--- config.mk ---
export PLATFORM = sky130hd
export DESIGN_NAME = mdio_master
export DESIGN_NICKNAME = d
export VERILOG_FILES = /design/src/rtl/mdio_pkg.sv /design/src/rtl/mdio_clkgen.sv /design/src/rtl/mdio_txshift.sv /design/src/rtl/mdio_seq.sv /design/src/rtl/mdio_master.sv
export SDC_FILE = /design/constraint.sdc
export NUM_CORES = 1
export LEC_CHECK = 0
export ABC_AREA = 1
export BUFFER_PORTS_ARGS = -buffer_cell sky130_fd_sc_hd__buf_2
export CAP_MARGIN = 15
export CORE_MARGIN = 4
export CORE_UTILIZATION = 55
export CTS_BUF_LIST = sky130_fd_sc_hd__clkbuf_8
export CTS_CLUSTER_DIAMETER = 150
export CTS_CLUSTER_SIZE = 28
export DETAILED_ROUTE_END_ITERATION = 12
export PLACE_DENSITY = 0.85
export SETUP_SLACK_MARGIN = 0.15
export SLEW_MARGIN = 25
export SYNTH_ARGS = -nofsm -noshare
export SYNTH_HDL_FRONTEND = slang
export SYNTH_SLANG_ARGS = --single-unit
--- constraint.sdc ---
create_clock -name clk -period 2.1 [get_ports clk]
set_input_delay 0.105 -clock clk [delete_from_list [all_inputs] [get_ports clk]]
set_output_delay 0.105 -clock clk [all_outputs]
set_load 0.1 [all_outputs]
--- src/rtl/mdio_pkg.sv ---
package mdio_pkg;
  typedef enum logic [2:0] {
    ST_IDLE,
    ST_DRIVE,
    ST_TA_REL,
    ST_TA_CHK,
    ST_RDATA,
    ST_TAIL,
    ST_RECOV
  } mdio_state_t;

  localparam logic [1:0] SOF_BITS = 2'b01;
  localparam logic [1:0] OP_READ  = 2'b10;
  localparam logic [1:0] OP_WRITE = 2'b01;
  localparam logic [1:0] TA_WRITE = 2'b10;
endpackage

--- src/rtl/mdio_clkgen.sv ---
module mdio_clkgen #(
  parameter int DIV_HALF = 2
) (
  input  logic clk,
  input  logic rst,
  input  logic run,
  output logic mdc,
  output logic slot_end
);
  localparam int CW = $clog2(DIV_HALF + 1);

  logic [CW-1:0] cnt_q;
  logic          phase_q;
  logic          tc;

  assign tc       = (cnt_q == CW'(DIV_HALF - 1));
  assign slot_end = run && phase_q && tc;
  assign mdc      = phase_q;

  always_ff @(posedge clk) begin
    if (rst || !run) begin
      cnt_q   <= '0;
      phase_q <= 1'b0;
    end else if (tc) begin
      cnt_q   <= '0;
      phase_q <= ~phase_q;
    end else begin
      cnt_q   <= cnt_q + 1'b1;
    end
  end
endmodule

--- src/rtl/mdio_txshift.sv ---
module mdio_txshift #(
  parameter int W = 64
) (
  input  logic         clk,
  input  logic         rst,
  input  logic         load,
  input  logic [W-1:0] load_val,
  input  logic         shift,
  output logic         bit_o
);
  logic [W-1:0] sr_q;

  assign bit_o = sr_q[W-1];

  always_ff @(posedge clk) begin
    if (rst)        sr_q <= '0;
    else if (load)  sr_q <= load_val;
    else if (shift) sr_q <= {sr_q[W-2:0], 1'b0};
  end
endmodule

--- src/rtl/mdio_seq.sv ---
module mdio_seq
  import mdio_pkg::*;
#(
  parameter int ADDR_W      = 5,
  parameter int DATA_W      = 16,
  parameter int PRE_BITS    = 32,
  parameter int RECOV_SLOTS = 32,
  parameter int RD_TAIL     = 2
) (
  input  logic              clk,
  input  logic              rst,
  input  logic              start,
  input  logic              rd_sel,
  input  logic              slot_end,
  input  logic              mdio_i,
  output logic              load,
  output logic              shift,
  output logic              busy,
  output logic              oe,
  output logic              done,
  output logic              no_resp,
  output logic [DATA_W-1:0] rd_data
);
  localparam int HDR_BITS = PRE_BITS + 4 + 2 * ADDR_W;
  localparam int WR_BITS  = HDR_BITS + 2 + DATA_W;
  localparam int MAXA     = (WR_BITS > RECOV_SLOTS) ? WR_BITS : RECOV_SLOTS;
  localparam int MAXC     = (MAXA > RD_TAIL) ? MAXA : RD_TAIL;
  localparam int CNT_W    = $clog2(MAXC + 1);

  mdio_state_t       state_q;
  logic [CNT_W-1:0]  cnt_q;
  logic              is_rd_q;
  logic [DATA_W-1:0] rx_q;
  logic              last;

  assign load  = start && !busy;
  assign shift = slot_end && (state_q == ST_DRIVE);
  assign last  = (cnt_q == CNT_W'(1));

  always_ff @(posedge clk) begin
    if (rst) begin
      state_q <= ST_IDLE;
      cnt_q   <= '0;
      is_rd_q <= 1'b0;
      rx_q    <= '0;
      busy    <= 1'b0;
      oe      <= 1'b0;
      done    <= 1'b0;
      no_resp <= 1'b0;
      rd_data <= '0;
    end else begin
      done <= 1'b0;
      if (load) begin
        state_q <= ST_DRIVE;
        cnt_q   <= rd_sel ? CNT_W'(HDR_BITS) : CNT_W'(WR_BITS);
        is_rd_q <= rd_sel;
        busy    <= 1'b1;
        oe      <= 1'b1;
        no_resp <= 1'b0;
      end else if (slot_end) begin
        cnt_q <= cnt_q - 1'b1;
        unique case (state_q)
          ST_DRIVE: begin
            if (last) begin
              oe <= 1'b0;
              if (is_rd_q) begin
                state_q <= ST_TA_REL;
              end else begin
                state_q <= ST_TAIL;
                cnt_q   <= CNT_W'(1);
              end
            end
          end
          ST_TA_REL: state_q <= ST_TA_CHK;
          ST_TA_CHK: begin
            if (!mdio_i) begin
              state_q <= ST_RDATA;
              cnt_q   <= CNT_W'(DATA_W);
            end else begin
              state_q <= ST_RECOV;
              cnt_q   <= CNT_W'(RECOV_SLOTS);
            end
          end
          ST_RDATA: begin
            rx_q <= {rx_q[DATA_W-2:0], mdio_i};
            if (last) begin
              state_q <= ST_TAIL;
              cnt_q   <= CNT_W'(RD_TAIL);
            end
          end
          ST_TAIL: begin
            if (last) begin
              state_q <= ST_IDLE;
              busy    <= 1'b0;
              done    <= 1'b1;
              if (is_rd_q) rd_data <= rx_q;
            end
          end
          ST_RECOV: begin
            if (last) begin
              state_q <= ST_IDLE;
              busy    <= 1'b0;
              done    <= 1'b1;
              no_resp <= 1'b1;
            end
          end
          default: state_q <= ST_IDLE;
        endcase
      end
    end
  end
endmodule

--- src/rtl/mdio_master.sv ---
module mdio_master
  import mdio_pkg::*;
#(
  parameter int DIV_HALF    = 2,
  parameter int ADDR_W      = 5,
  parameter int DATA_W      = 16,
  parameter int PRE_BITS    = 32,
  parameter int RECOV_SLOTS = 32,
  parameter int RD_TAIL     = 2
) (
  input  logic              clk,
  input  logic              rst,
  input  logic              start,
  input  logic              rd_sel,
  input  logic [ADDR_W-1:0] phy_addr,
  input  logic [ADDR_W-1:0] reg_addr,
  input  logic [DATA_W-1:0] wr_data,
  output logic [DATA_W-1:0] rd_data,
  output logic              done,
  output logic              busy,
  output logic              no_resp,
  output logic              mdc,
  output logic              mdio_o,
  output logic              mdio_oe,
  input  logic              mdio_i
);
  localparam int FRAME_W = PRE_BITS + 4 + 2 * ADDR_W + 2 + DATA_W;

  logic               slot_end;
  logic               load;
  logic               shift;
  logic [FRAME_W-1:0] frame;

  assign frame = {{PRE_BITS{1'b1}}, SOF_BITS, (rd_sel ? OP_READ : OP_WRITE),
                  phy_addr, reg_addr, TA_WRITE, wr_data};

  mdio_clkgen #(.DIV_HALF(DIV_HALF)) u_clk (
    .clk      (clk),
    .rst      (rst),
    .run      (busy),
    .mdc      (mdc),
    .slot_end (slot_end)
  );

  mdio_txshift #(.W(FRAME_W)) u_tx (
    .clk      (clk),
    .rst      (rst),
    .load     (load),
    .load_val (frame),
    .shift    (shift),
    .bit_o    (mdio_o)
  );

  mdio_seq #(
    .ADDR_W      (ADDR_W),
    .DATA_W      (DATA_W),
    .PRE_BITS    (PRE_BITS),
    .RECOV_SLOTS (RECOV_SLOTS),
    .RD_TAIL     (RD_TAIL)
  ) u_seq (
    .clk      (clk),
    .rst      (rst),
    .start    (start),
    .rd_sel   (rd_sel),
    .slot_end (slot_end),
    .mdio_i   (mdio_i),
    .load     (load),
    .shift    (shift),
    .busy     (busy),
    .oe       (mdio_oe),
    .done     (done),
    .no_resp  (no_resp),
    .rd_data  (rd_data)
  );
endmodule

## Word-level counts from Yosys, hierarchy flattened

Cells that the tools add are included.

| word-level totals | value |
|---|---|
| flip-flop bits (word level) | 114 |
| input port bits | 31 |
| output and inout port bits | 22 |

| cells by class | value |
|---|---|
| add/subtract/negate cells | 2 |
| equal/unequal tests | 14 |
| mux-type cells | 27 |
| bitwise gates (word level) | 4 |
| reductions and logical operators | 22 |

Operator list:

| operator | number |
|---|---|
| 64-bit 2-to-1 mux | 2 |
| 7-bit 2-to-1 mux | 6 |
| 7-bit case mux with 3 select lines | 1 |
| 3-bit case mux with 5 select lines | 1 |
| 3-bit 2-to-1 mux | 4 |
| 3-bit AND reduction | 4 |
| 1-bit 2-to-1 mux | 10 |
| 2-bit nonzero test | 5 |
| 3-bit == test, second input constant | 3 |
| 4-bit AND reduction | 2 |
| 7-bit by 1-bit == test with 1-bit output, second input constant | 1 |
| 7-bit by 1-bit subtractor with 7-bit output, second input constant | 1 |
| 3-bit by 2-bit == test with 1-bit output, second input constant | 2 |
| 6-bit 2-to-1 mux | 1 |
| 2-bit by 1-bit != test with 1-bit output, second input constant | 3 |
| 3-bit by 2-bit != test with 1-bit output, second input constant | 2 |
| 2-bit OR reduction | 3 |
| 5-bit AND reduction | 1 |
| 1-bit logical AND | 4 |
| 2-bit 2-to-1 mux | 2 |
| 1-bit NOT | 4 |
| 4-bit OR reduction | 1 |
| 3-bit by 1-bit == test with 1-bit output, second input constant | 1 |
| 3-bit by 1-bit != test with 1-bit output, second input constant | 1 |
| 4 further kinds | 4 |

## Logic depth before layout (Yosys ltp)

| depth | value |
|---|---|
| word-level depth | 6 |
| depth in mapped cells | 13 |
| mapped depth without buffers | 13 |

## Cells and area by module

Synthesis repeated with hierarchy kept, for this count alone.

| unflattened totals | value |
|---|---|
| cells, all modules | 785 |
| area total of the unflattened synthesis | 5292.6 µm² |

Modules (own cells, without submodules):

| module | instances | cells each | area each (µm²) |
|---|---|---|---|
| mdio_txshift | 1 | 482 | 3076.7 |
| mdio_seq | 1 | 280 | 2059.5 |
| mdio_clkgen | 1 | 20 | 145.1 |
| mdio_master | 1 | 3 | 11.3 |

## Least setup slack after synthesis

No wires, ideal clock.

| path | value |
|---|---|
| path type | reg2reg |
| start | register u_seq.busy |
| end | register u_seq.rd_data[11] |
| setup time | 120 ps |
| arrival time | 2025 ps |
| data required time | 1980 ps |
| slack | -44 ps |
| cell stages (with the launch flop) | 9 |
| clock period less this slack | 2144 ps |
| path through | dfxtp_1 nor2_2 inv_2 nand2_1 nor3_2 nand2_1 buf_4 o21ai_0 a21oi_1 |

| on the way | value |
|---|---|
| word-level cells in the longest chain between the ends | 4 |

RTL lines:

| what | RTL line | RTL |
|---|---|---|
| start: declaration | mdio_seq.sv:18 | `output logic busy,` |
| start signal: assignment | mdio_seq.sv:46 | `busy <= 1'b0;` |
| start signal: assignment | mdio_seq.sv:57 | `busy <= 1'b1;` |
| start signal: assignment | mdio_seq.sv:94 | `busy <= 1'b0;` |
| 1-bit logical NOT | mdio_seq.sv:36 | `assign load = start && !busy;` |
| 1-bit logical AND | mdio_seq.sv:36 |  |
| 1-bit NOT (no line) | - |  |
| 5-bit AND reduction (no line) (*) | - |  |
| end signal: assignment | mdio_seq.sv:96 | `if (is_rd_q) rd_data <= rx_q;` |
| end: declaration | mdio_seq.sv:22 | `output logic [DATA_W-1:0] rd_data` |

Every way passes the cells marked *; elsewhere a longest branch is shown, timed or not.
A chain may end at the register's enable or synchronous reset.

## Worst setup path after layout

| path | value |
|---|---|
| start | register u_clk.cnt_q[1] |
| end | register u_tx.sr_q[13] |

| on the way | value |
|---|---|
| word-level cells in the longest chain between the ends | 4 |

RTL lines:

| what | RTL line | RTL |
|---|---|---|
| start: declaration | mdio_clkgen.sv:12 | `logic [CW-1:0] cnt_q;` |
| start signal: assignment | mdio_clkgen.sv:28 | `cnt_q <= cnt_q + 1'b1;` |
| 2-bit by 1-bit == test with 1-bit output | mdio_clkgen.sv:16 | `assign tc = (cnt_q == CW'(DIV_HALF - 1));` |
| 1-bit logical AND | mdio_clkgen.sv:17 | `assign slot_end = run && phase_q && tc;` |
| 1-bit logical AND | mdio_seq.sv:37 | `assign shift = slot_end && (state_q == ST_DRIVE);` |
| 2-bit nonzero test (no line) | - |  |
| end signal: assignment | mdio_txshift.sv:17 | `else if (load) sr_q <= load_val;` |
| end signal: assignment | mdio_txshift.sv:18 | `else if (shift) sr_q <= {sr_q[W-2:0], 1'b0};` |
| end: declaration | mdio_txshift.sv:11 | `logic [W-1:0] sr_q;` |

No other way between the ends.

==> impl.org <==
** STA
- Highest achievable clock rate :: 535.2 MHz
- Setup repair after global routing missed its margin :: true
- At the pin with the least slew margin, the transition time is 0.6783 ns.
- Setup violations remaining at the end of the flow were counted as 0.
- The hold violation total from the final report was 0.
- Headroom to the max-slew limit came out at 54.78%.
- Setup TNS :: 0 ns
- Clock skew :: 0.01996 ns
- In the finished design, the share of the clock period the worst path needs comes to 88.97%.
- The routed design could run at a clock period as short as 1.868 ns.
- Total count of max-transition violations in the final report :: 0

** Route
- Count of routing violations after the opening detailed-route iteration :: 427
- Detailed routing placed a total of 5586 um of wire on met2.
- Remaining antenna violation count after routing :: 0
- The final layout contains routed wiring with a total length of 11180 um.
- The routed design uses 724 um of met3 wire.
- Top metal layer carrying routed signals :: met4
- Before antenna repair, the detailed router went through 5 iterations.
- Dividing the detail-routed wire length by the instance count gives 14.94 um.
- Routed vias :: 4170
- Via-to-Cell Ratio :: 5.575
- In the final routing, the length of wire on met1 measures 4472 um.
- Number of DRC violations after detailed routing :: 0

** Final layout
- Share of layout cells above drive strength 1 :: 17.18%
- Net count of the finished layout :: 667
- Measured on the finished design, the core utilization comes to 70.76%.
- Most frequent standard cell in the layout excluding fill and tap cells :: nand2_1
- From synthesis to final layout, the design area changed by 23.79%.
- The filler cells instantiated in the layout total 563.
- Commonest cells after routing, fill and taps aside :: nand2_1 (114), dfxtp_1 (112), inv_1 (72), buf_2 (52), nor2_1 (48)
- Antenna diodes :: 0

** Placement
- Input/output buffers :: 52
- Summed over all nets, the half-perimeter wirelength after detailed placement is 5838 um.
- The congestion estimate from routability-driven global placement came to 0.7820.

** Critical path
- CP Data Required Time :: 2.41 ns
- Max incr delay on CP :: 0.32 ns
- The worst register-to-register path ends at u_tx.sr_q[13].
- CP cell instances :: inv_1 > ha_1 > nand3_4 > nor2_4 > nor2_4 > buf_12 > nand2_1 > a31oi_1
- The worst setup path is of the reg2reg kind.
- In this run the worst setup path terminates at u_tx.sr_q[13].
- The worst setup path is captured at a flop.
- STA classifies the critical path startpoint as a flop.
- In this run the worst path has a maximum fanout of 57.
- In this run the worst setup path begins at u_clk.cnt_q[1].
- In this run the register-to-register setup slack is 0.23 ns.
- Path depth of the worst reg2reg path :: 8
- Data arrival time of the worst path :: 2.17 ns
- The startpoint identified for the worst register-to-register timing path is u_clk.cnt_q[1].
- CP max-delay cell :: dfxtp_1
- In this design, the critical path's most frequently occurring cell is nor2_4.

** Synthesis
- Main area contributors after synthesis :: dfxtp_1 (51%), nand2_1 (9.5%), a221oi_1 (6.1%)
- Mapped Area :: 4486 sq um
- Of the synthesized area, sequential elements account for 50.88%.
- Yosys printed 0 warnings.
- Flip-flop and latch count after synthesis :: 114
- Synthesized area per cell :: 8.024 sq um
- Number of instances in the synthesized netlist :: 559
- Top-area cell type share of the netlist area :: 50.88%
- Most area-hungry cell type in the Yosys netlist :: dfxtp_1
- Distinct cells, synth :: 31
- Total nets after synthesis :: 593

** CTS
- Clock latency at the later pin of the worst-skew pair :: 0.43 ns
- CTS tree :: built
- After clock tree synthesis, the clock-pin slew on the worst setup and hold paths is 0.09 ns.
- Clock buffer count from CTS :: 17
- CTS saw 114 sinks.
- Clock root buffer :: clkbuf_8
- The H-tree generated during clock tree synthesis spans 4 levels.
- The clock passes through at most 2 buffers.

** Floorplanning
- The core region is 7848 sq um.
- 53 I/O pins were placed.
- The floorplan has 32 rows.
- The die covers 9665 sq um.
- From bottom edge to top edge, the die measures 98.31 um.
- Once the floorplan was initialized, standard cells occupied 57.16% of the core.
- Die width :: 98.31 um

** GRT
- Total congestion overflow after global routing :: 0
- Initial antenna violation count :: 0
- Vias in the first global route :: 3858
- Overall fraction of global-route tracks in use :: 23.02%
- Global-route wire length before repair :: 18160 um
- Pin count of the biggest net entering global routing :: 69

** Pwr
- Across the VDD grid, the largest voltage drop is 0.6244 mV.
- Leakage power summed over all cells :: 2.365 nW
- Dividing total power by cell area gives a power density of 927.4 nW/um^2.

** Status
- The run finished with clean final reports.

** Hold path
- The path class of the tightest hold or removal check is in2reg.

** Run
- Across the run, the number of max-cap violations was 0.
-- state kept, by name, indices dropped and copies added, names as in the netlist --
name	count
u_seq.busy	1
u_tx.sr_q	64
u_clk.mdc	1
u_clk.cnt_q	2
u_seq.cnt_q	7
u_seq.rd_data	16
u_seq.no_resp	1
u_seq.state_q	3
u_seq.is_rd_q	1
u_seq.rx_q	16
u_seq.oe	1
u_seq.done	1
-- cells by family (layout without fill, tap and decap cells) --
kind of cell             after synthesis  after routing  share of synthesized area (%)
flip-flops                           114            114                          50.88
AO/OA/AOI/OAI                        142            142                          20.17
XOR/XNOR                               6              6                          1.172
adder cells (fa/ha/maj)                3              3                         0.8369
buffers and inverters                108            195                          9.707
AND/OR/NAND/NOR                      186            186                          17.24
-- how the worst min path moves through the flow --
| stage | from | end | slack, ns | depth (start not counted) |
|---|---|---|---|---|
| finish | rd_sel | u_seq.is_rd_q | 0.04 | 3 |
| global route | rd_sel | u_seq.is_rd_q | 0.05 | 3 |
| CTS | rd_sel | u_seq.is_rd_q | 0.03 | 3 |
| detailed placement | reg_addr[0] | u_tx.sr_q[18] | 0.38 | 3 |
| global placement | reg_addr[0] | u_tx.sr_q[18] | 0.36 | 3 |
| floorplan | reg_addr[0] | u_tx.sr_q[18] | 0.24 | 2 |
-- routing by layer --
metal / vias to the layer above / track usage (%)
li1: 2001 / -
met1: 1932 / 27.09
met2: 195 / 39.37
met3: 42 / 6.000
met4: 0 / 10.19
met5: - / 0
-- cell usage after synthesis --
cell type  instances
o221a_2            1
a31oi_1           24
buf_4              3
o21ai_0           41
nor3_1             6
nand3_2            2
inv_2              4
nor2_2             3
clkbuf_2           1
o31ai_1            1
xnor2_1            3
buf_2             14
nand4_1            1
buf_1              3
a211oi_1           2
o2111ai_1          1
nor2_4             2
dfxtp_1          114
clkbuf_1          11
a221oi_2           3
nor3_2             1
nand2_1          114
nand3_4            1
a221oi_1          31
o21ai_1            4
ha_1               3
xor2_1             3
nand3_1            8
inv_1             72
nor2_1            48
a21oi_1           34
-- critical path: cells and delay by family, from the launching register on --
kind | cells | cell delay [ns]
adder cells (fa/ha/maj) | 1 | 0.25
flip-flops | 1 | 0.32
buffers and inverters | 2 | 0.31
AND/OR/NAND/NOR | 4 | 0.56
AO/OA/AOI/OAI | 1 | 0.32
-- per-stage QoR --
step / cell area (sq um) / total power, mW / std cells / worst slack, ns / hold slack (ns)
final: 5553 / 5.150 / 748 / 0.2316 / 0.03976
after detailed placement: 4803 / 2.821 / 688 / 0.3040 / 0.3762
after global placement: 4803 / 2.803 / 688 / 0.3741 / 0.3564
after floorplan: 4488 / 2.712 / 559 / 0.3418 / 0.2407
after global routing: 5553 / 5.336 / 748 / 0.1202 / 0.05076
after CTS: 5528 / 5.108 / 747 / 0.2691 / 0.02755
-- area by class of cell --
cell class | count | area (sq um) | area share [%]
clock inverters | 12 | 178.9 | 3.222
repair buffers | 87 | 633.1 | 11.40
well taps | 102 | 127.6 | 2.298
inverters | 76 | 285.3 | 5.137
flip-flops and latches | 114 | 2285 | 41.14
clock buffers | 20 | 275.3 | 4.957
multi-input cells | 337 | 1768 | 31.84
-- power breakdown --
part / internal, mW / switching (mW)
clock: 1.39 / 0.912
sequential: 2.28 / 0.0654
combinational: 0.190 / 0.313
total: 3.86 / 1.29
-- what timing repair did --
action | CTS | global route
hold endpoints to repair | 27 | 0
hold buffers | 27 | 0
endpoints found under the setup margin | 0 | 9
resized for setup | 0 | 2
setup buffers | 0 | 0
Power figures use the tool's default switching activity.
